==> config.mk <==
export PLATFORM = sky130hd
export DESIGN_NAME = fetch_stall_ctrl
export DESIGN_NICKNAME = d
export VERILOG_FILES = /design/src/rtl/fetch_stall_pkg.sv /design/src/rtl/fetch_stall_ctl.sv /design/src/rtl/fetch_stall_dp.sv /design/src/rtl/fetch_stall_ctrl.sv
export SDC_FILE = /design/constraint.sdc
export NUM_CORES = 1
export LEC_CHECK = 0
export BUFFER_PORTS_ARGS = -buffer_cell sky130_fd_sc_hd__buf_2
export CAP_MARGIN = 20
export CORE_AREA = 3 3 40 42
export DETAILED_ROUTE_END_ITERATION = 8
export DIE_AREA = 0 0 43 45
export GPL_ROUTABILITY_DRIVEN = 0
export HOLD_SLACK_MARGIN = 0.06
export PLACE_DENSITY = 0.66
export SYNTH_ARGS = -nofsm -noshare
export SYNTH_HDL_FRONTEND = slang
export SYNTH_SLANG_ARGS = --single-unit
==> constraint.sdc <==
create_clock -name clk -period 1.4 [get_ports clk]
set_clock_uncertainty 0.2 [all_clocks]
set_input_delay 0.07 -clock clk [delete_from_list [all_inputs] [get_ports clk]]
set_output_delay 0.07 -clock clk [all_outputs]
set_load 0.1 [all_outputs]
==> src/rtl/fetch_stall_pkg.sv <==
package fetch_stall_pkg;
  typedef struct packed {
    logic evalStb;     // cycle-20 evaluation point
    logic onFirstLine; // current line is the first window line
    logic inWindow;    // current line inside fetch window
    logic lateWrite;   // write in a cycle that re-evaluates
    logic reqAllowed;  // a fresh bad line may raise the request now
    logic releaseStb;  // drop own request
  } ctlStrobes_t;
endpackage

==> src/rtl/fetch_stall_ctl.sv <==
module fetch_stall_ctl
  import fetch_stall_pkg::*;
#(
  parameter int LINE_W = 9,
  parameter int CYC_W = 7,
  parameter int FIRST_LINE = 'h30,
  parameter int LAST_LINE = 'h f7,
  parameter int EVAL_CYCLE = 20,
  parameter int WRITE_EVAL_MIN = 11,
  parameter int REQ_LIMIT = 53,
  parameter int RELEASE_CYCLE = 63
) (
  input  logic [LINE_W-1:0] lineNum,
  input  logic [CYC_W-1:0]  lineCycle,
  input  logic              ctlWrEn,
  output ctlStrobes_t       strobes
);
  localparam logic [LINE_W-1:0] FirstL = LINE_W'(FIRST_LINE);
  localparam logic [LINE_W-1:0] LastL  = LINE_W'(LAST_LINE);
  localparam logic [CYC_W-1:0]  EvalC  = CYC_W'(EVAL_CYCLE);
  localparam logic [CYC_W-1:0]  WrMinC = CYC_W'(WRITE_EVAL_MIN);
  localparam logic [CYC_W-1:0]  LimC   = CYC_W'(REQ_LIMIT);
  localparam logic [CYC_W-1:0]  RelC   = CYC_W'(RELEASE_CYCLE);

  logic isEval;
  logic isLate;

  always_comb begin
    isEval = (lineCycle == EvalC);
    isLate = ctlWrEn && (lineCycle >= WrMinC);
    strobes.evalStb     = isEval;
    strobes.onFirstLine = (lineNum == FirstL);
    strobes.inWindow    = (lineNum >= FirstL) && (lineNum <= LastL);
    strobes.lateWrite   = isLate;
    strobes.reqAllowed  = isEval || (isLate && (lineCycle < LimC));
    strobes.releaseStb  = (lineCycle == RelC);
  end
endmodule

==> src/rtl/fetch_stall_dp.sv <==
module fetch_stall_dp
  import fetch_stall_pkg::*;
#(
  parameter int LINE_W = 9,
  parameter int SCROLL_W = 3,
  parameter int DATA_W = 8,
  parameter int DEN_BIT = 4
) (
  input  logic              clk,
  input  logic              rst_n,
  input  logic [LINE_W-1:0] lineNum,
  input  logic              ctlWrEn,
  input  logic [DATA_W-1:0] ctlWrData,
  input  ctlStrobes_t       strobes,
  output logic              badLine,
  output logic              dmaReq
);
  logic [SCROLL_W-1:0] scrollQ, scrollEff;
  logic denQ, denEff;
  logic enLatchQ, enLatchNext;
  logic condNext;

  always_comb begin
    scrollEff = ctlWrEn ? ctlWrData[SCROLL_W-1:0] : scrollQ;
    denEff    = ctlWrEn ? ctlWrData[DEN_BIT] : denQ;
    enLatchNext = enLatchQ;
    if (strobes.evalStb && strobes.onFirstLine)
      enLatchNext = denEff;
    else if (strobes.lateWrite && strobes.onFirstLine && ctlWrData[DEN_BIT])
      enLatchNext = 1'b1;
    condNext = strobes.inWindow && enLatchNext &&
               (lineNum[SCROLL_W-1:0] == scrollEff);
  end

  always_ff @(posedge clk) begin
    if (!rst_n) begin
      scrollQ  <= '0;
      denQ     <= 1'b0;
      enLatchQ <= 1'b0;
      badLine  <= 1'b0;
      dmaReq   <= 1'b0;
    end else begin
      if (ctlWrEn) begin
        scrollQ <= ctlWrData[SCROLL_W-1:0];
        denQ    <= ctlWrData[DEN_BIT];
      end
      enLatchQ <= enLatchNext;
      if (strobes.evalStb || strobes.lateWrite)
        badLine <= condNext;
      if (strobes.releaseStb)
        dmaReq <= 1'b0;
      else if (condNext && strobes.reqAllowed)
        dmaReq <= 1'b1;
    end
  end

  AST_REQ_NEEDS_BAD: assert property (@(posedge clk) disable iff (!rst_n)
    $rose(dmaReq) |-> badLine);
  AST_RELEASE: assert property (@(posedge clk) disable iff (!rst_n)
    strobes.releaseStb |=> !dmaReq);
  AST_EARLY_WRITE_QUIET: assert property (@(posedge clk) disable iff (!rst_n)
    (ctlWrEn && !strobes.lateWrite && !strobes.evalStb) |=> $stable(badLine));
  AST_LATCH_FIRST_LINE: assert property (@(posedge clk) disable iff (!rst_n)
    $rose(enLatchQ) |-> $past(strobes.onFirstLine));
  AST_BAD_IN_WINDOW: assert property (@(posedge clk) disable iff (!rst_n)
    $rose(badLine) |-> $past(strobes.inWindow));
  AST_SCROLL_MATCH: assert property (@(posedge clk) disable iff (!rst_n)
    $rose(badLine) |-> ($past(lineNum[SCROLL_W-1:0]) == scrollQ));
endmodule

==> src/rtl/fetch_stall_ctrl.sv <==
module fetch_stall_ctrl
  import fetch_stall_pkg::*;
#(
  parameter int LINE_W = 9,
  parameter int CYC_W = 7,
  parameter int DATA_W = 8,
  parameter int SCROLL_W = 3,
  parameter int DEN_BIT = 4,
  parameter int FIRST_LINE = 'h30,
  parameter int LAST_LINE = 'hf7,
  parameter int LINE_CYCLES = 65,
  parameter int EVAL_CYCLE = 20,
  parameter int WRITE_EVAL_MIN = 11,
  parameter int REQ_LIMIT = 53
) (
  input  logic              clk,
  input  logic              rst_n,
  input  logic [LINE_W-1:0] lineNum,
  input  logic [CYC_W-1:0]  lineCycle,
  input  logic              ctlWrEn,
  input  logic [DATA_W-1:0] ctlWrData,
  input  logic              spriteBusReq,
  output logic              badLine,
  output logic              busAvail
);
  localparam int ReleaseCycle = (LINE_CYCLES > 63) ? 63 : 0;

  ctlStrobes_t strobes;
  logic dmaReq;

  fetch_stall_ctl #(
    .LINE_W(LINE_W), .CYC_W(CYC_W), .FIRST_LINE(FIRST_LINE),
    .LAST_LINE(LAST_LINE), .EVAL_CYCLE(EVAL_CYCLE),
    .WRITE_EVAL_MIN(WRITE_EVAL_MIN), .REQ_LIMIT(REQ_LIMIT),
    .RELEASE_CYCLE(ReleaseCycle)
  ) i_ctl (
    .lineNum(lineNum), .lineCycle(lineCycle), .ctlWrEn(ctlWrEn),
    .strobes(strobes)
  );

  fetch_stall_dp #(
    .LINE_W(LINE_W), .SCROLL_W(SCROLL_W), .DATA_W(DATA_W), .DEN_BIT(DEN_BIT)
  ) i_dp (
    .clk(clk), .rst_n(rst_n), .lineNum(lineNum), .ctlWrEn(ctlWrEn),
    .ctlWrData(ctlWrData), .strobes(strobes), .badLine(badLine),
    .dmaReq(dmaReq)
  );

  assign busAvail = !(dmaReq || spriteBusReq);

  AST_SPRITE_STALLS: assert property (@(posedge clk) disable iff (!rst_n)
    spriteBusReq |-> !busAvail);
  AST_OWN_STALLS: assert property (@(posedge clk) disable iff (!rst_n)
    (dmaReq && !$past(strobes.releaseStb)) |-> !busAvail);
endmodule

Yosys cells after proc, flatten, opt, wreduce, memory -nomap -nowiden
Index checks and enable logic that the tools add are counted.

Logic and storage cells: 32. Output and inout port bits: 2. Bits in registers: 7. Input bits: 28.

Equal/unequal tests: 4. $lt $le $gt $ge: 4. Bitwise operators: 1. Muxes and demuxes: 4. Reduce and logical (&&, ||, !) cells: 14.

Operators by type and width (count): 9-bit by 6-bit == test with 1-bit output (second input constant) (1); 9-bit by 6-bit greater-or-equal comparator with 1-bit output (second input constant) (1); 9-bit by 8-bit <= comparator with 1-bit output (second input constant) (1); 1-bit logical AND (9); 7-bit by 5-bit == test with 1-bit output (second input constant) (1); 7-bit by 6-bit == test with 1-bit output (second input constant) (1); 7-bit by 4-bit greater-or-equal comparator with 1-bit output (second input constant) (1); 7-bit by 6-bit < comparator with 1-bit output (second input constant) (1); 3-bit == test (1); 1-bit logical OR (3); 1-bit two-way mux (3); 3-bit two-way mux (1); 2-bit OR reduction (1); 1-bit logical NOT (1); 1-bit NOT (1).

Logic depth before layout (Yosys ltp)
Depth after elaboration: 9. Depth in mapped cells: 7. Depth with buffers taken out: 6.

Hierarchy
Synthesis repeated with hierarchy kept, for this count alone.

Cell total of the unflattened synthesis: 55. Area total of the unflattened synthesis: 481.7 µm².

By module, submodules not included: fetch_stall_dp (times used 1, area an instance 331.6 µm², cells each 33, seq. area each 140.1 µm²); fetch_stall_ctl (times used 1, area an instance 146.4 µm², cells each 21, seq. area each 0.0 µm²); fetch_stall_ctrl (times used 1, area an instance 3.8 µm², cells each 1, seq. area each 0.0 µm²).

Worst setup path after synthesis
OpenSTA, ideal clock, no wires.

Path kind: register -> output. Start: reg i_dp.dmaReq. End: out busAvail. Buffers on the path: 0. Stages on the path, launching flop included: 2. Setup slack: -0.422 ns. Required time: 1.130 ns. Arrival time: 1.552 ns. Path through: dfxtp_1 > nor2_1.

Word-level cells in the longest chain between the ends: 2.

RTL lines: start, declared (line fetch_stall_dp.sv:16) `output logic dmaReq`; start signal, assigned (line fetch_stall_dp.sv:41) `dmaReq <= 1'b0;`; start signal, assigned (line fetch_stall_dp.sv:51) `dmaReq <= 1'b0;`; start signal, assigned (line fetch_stall_dp.sv:53) `dmaReq <= 1'b1;`; 1-bit logical OR (line fetch_stall_ctrl.sv:49) `assign busAvail = !(dmaReq || spriteBusReq);`; 1-bit logical NOT (line fetch_stall_ctrl.sv:49); end, declared (line fetch_stall_ctrl.sv:24) `output logic busAvail`.

Every way passes these cells.

Worst setup path in the final report
Start: reg i_dp.scrollQ[1]. End: reg i_dp.dmaReq.

Word-level cells in the longest chain between the ends: 4.

RTL lines: start, declared (line fetch_stall_dp.sv:18) `logic [SCROLL_W-1:0] scrollQ, scrollEff;`; start signal, assigned (line fetch_stall_dp.sv:44) `scrollQ <= ctlWrData[SCROLL_W-1:0];`; 3-bit two-way mux; 3-bit == test (line fetch_stall_dp.sv:32) `(lineNum[SCROLL_W-1:0] == scrollEff);`; 1-bit logical AND (line fetch_stall_dp.sv:31) `condNext = strobes.inWindow && enLatchNext &&`; 1-bit logical AND (line fetch_stall_dp.sv:52) `else if (condNext && strobes.reqAllowed)`.

Every way passes these cells. A chain may end at the register's enable or synchronous reset.

==> reports/qor.csv <==
metric;value;unit
met2 global-route usage;28.7;%
final net count;126;
hold_buf cts;3;
port buffer count;25;
DP Area;706;µm²
cell depth of the worst flop-to-flop path;6;
GRT overflow;0;
fmax;675;MHz
Switching Share;26.6;%
fin crit period;1.48;ns
RR Startpoint;i_dp.scrollQ[1];
setup ws final;-0.0815;ns
met3 GRT Util;3.98;%
hold crit path type;primary input to flop;
CTS Buf Count;3;
Max Buffers Root-to-Sink;2;
Int Power;0.408;mW
post-DR wirelength/cell;11.3;µm
Synthesis Warnings;0;
post-synthesis cell type count;26;
Routed Antenna Nets;0;
Clock Tree Root;clkbuf_4;
die area;0.00194;mm²
final hold vios;2;
final setup vio count;2;
launch point of the worst hold path;ctlWrData[0];
Mapped Cells;50;
Critical Path Sink Type;flop;
reg-to-reg slack, setup;-0.08;ns
global-route wire length before repair;2160;µm
Max FO, Critical Path;2;
Die W;43;µm
num rows;13;
DRT Pass-1 Iters;1;
Hold Crit Endpoint;i_dp.scrollQ[0];
CP arrival;1.47;ns
dpl ws;-0.309;ns
Avg Inst Size Synth;8.78;µm²
hold_ws;-0.0842;ns
Final Instance Area;797;µm²
core area;0.00128;mm²
TritonCTS clock tree;yes;
Final Slew Violations;0;
area leader, netlist;dfxtp_1;
Leakage Power;0.362;nW
RSZ-0062 raised after global routing;true;
clk_lat worst skew;0.25;ns
MaxCap Viol Count;0;
Worst R2R End;i_dp.dmaReq;
Compound-Gate Fraction of Synth Area;15.1;%
critical path type;flop to flop;
placed cells;104;
DRC;0;
type of origin of the critical path;flop;
largest family of logic cells by synthesized area;simple AND/OR/NAND/NOR gates;
Worst Path Required;1.39;ns
GRT Max-Usage Layer;met2;
Power Density;697;mW/mm²
DR iter-0 viols;0;
starting density of the core;34.2;%
Routed WL;1270;µm
vias in the first global route;538;
Top-Level Pins;30;
Reg clk slew, reported paths;0.05;ns
Hold Path Stages;3;
vias;541;
share of power burned in registers;37.7;%
Area contributors post-synth;dfxtp_1 (32%), mux2i_1 (9.1%), nor2b_1 (5.7%);
fin cells;112;
Antenna diodes;0;
Post-Syn Nets;78;
mapped cell area;439;µm²
vias per std cell;4.83;
Layout area overhead;81.5;%
failing checks;negative hold slack, negative setup slack;
Chip Height;45;µm
Combinational Power Share;29.2;%
VDD IR max;0.400;mV
P_sw;0.148;mW
clock power share;33.1;%
Synth Area in Adders;0;%
GR Util met1;15.1;%
multiplexer share of the synthesized area;9.12;%
run status;complete, but fails checks;
Final Util;62.0;%
commonest cells after routing, fill and taps aside;buf_2 (23), buf_4 (16), dfxtp_1 (6);
fraction of layout cells with a size suffix above 1;53.6;%
slew margin rel.;67.4;%
Synth Area in Simple Gates;36.2;%
Final period util;106;%
largest net degree at the start of global routing;8;
antenna violations before repair;0;
clock sink count;7;
flip-flop and latch count after synthesis;7;
Worst-Margin Slew;0.477;ns
Seq/Total Area, Yosys;31.9;%
XOR/XNOR Fraction of Synth Area;5.98;%
H-tree level count;1;
Synth top area share;31.9;%
GR Util All Layers;15.8;%
most common cell after layout, fill and taps aside;buf_2;
Final HPWL DP;1010;µm
total power;0.556;mW
## state kept, by name (all words and copies together), names as in the netlist
| name | cells |
|---|---|
| i_dp.dmaReq | 1 |
| i_dp.denQ | 1 |
| i_dp.scrollQ | 3 |
| i_dp.badLine | 1 |
| i_dp.enLatchQ | 1 |
## through the flow
step | setup TNS, ns | hold WS, ns
2_1_floorplan | -0.191 | -0.00271
3_3_place_gp | -0.760 | 0.177
3_5_place_dp | -0.866 | 0.167
4_1_cts | -0.176 | -0.0879
5_1_grt | -0.434 | -0.0335
6_report | -0.138 | -0.0842
## cell usage after synthesis (all sizes together)
cell and instances:
a2111oi 1, a21boi 1, a21oi 3, a31oi 1, a32oi 1, and2 2, buf 1, dfxtp 7
mux2i 4, nand2 4, nand3 2, nand4 1, nand4b 1, nor2 5, nor2b 4, nor3 2
nor4 1, nor4bb 1, o211ai 2, o21ai 1, or3 1, or4 1, xnor2 2, xor2 1
## power by group through the flow
stage | Sequential [mW] | Combinational [mW] | Clock [mW]
floorplan | 0.212 | 0.0609 | 0
global placement | 0.212 | 0.144 | 0
global route | 0.209 | 0.178 | 0.206
CTS | 0.209 | 0.161 | 0.195
finish | 0.209 | 0.163 | 0.184
detailed placement | 0.212 | 0.147 | 0
## timing repair
action / in CTS / in global routing
setup endpoints to repair: 2 / 3
setup buffers: 1 / 0
resized for setup: 3 / 2
hold endpoints to repair: 7 / 3
pin swaps: 6 / 0
## cell type report
type,count,area (µm²)
tap,15,18.8
fill,120,488
clock buffer,4,26.3
sequential,7,141
multi-input combinational,42,314
timing repair buffer,44,297
## metal layers
metal / share of wire, % / routed length, µm
met1: 38 / 476
met2: 52 / 655
met3: 7.3 / 92
met4: 3.3 / 42
met5: 0 / 0
## worst max-delay path by stage
stage,depth (start not counted),from,slack (ns),endpoint
finish,6,i_dp.scrollQ[1],-0.08,i_dp.dmaReq
global route,6,i_dp.scrollQ[1],-0.22,i_dp.badLine
floorplan,6,lineNum[0],-0.08,i_dp.badLine
detailed placement,7,lineNum[0],-0.31,i_dp.badLine
CTS,6,i_dp.scrollQ[1],-0.1,i_dp.dmaReq
global placement,7,lineNum[0],-0.27,i_dp.dmaReq
## critical path: stages, from the launching register on
cell	delay, ns
dfxtp_2	0.33
mux2i_4	0.16
xor2_1	0.17
o211ai_1	0.13
nor4_2	0.21
a31oi_1	0.12
nor2_1	0.11
## cells by family (layout without fill, tap and decap cells)
group	after synthesis	count (layout)
AOI/OAI and AO/OA	10	10
xor gates and xnor gates	3	3
buffers and inverters	1	48
DFF	7	7
muxes	4	4
and+or+nand+nor	25	25
(Power assumes the default switching activity.)
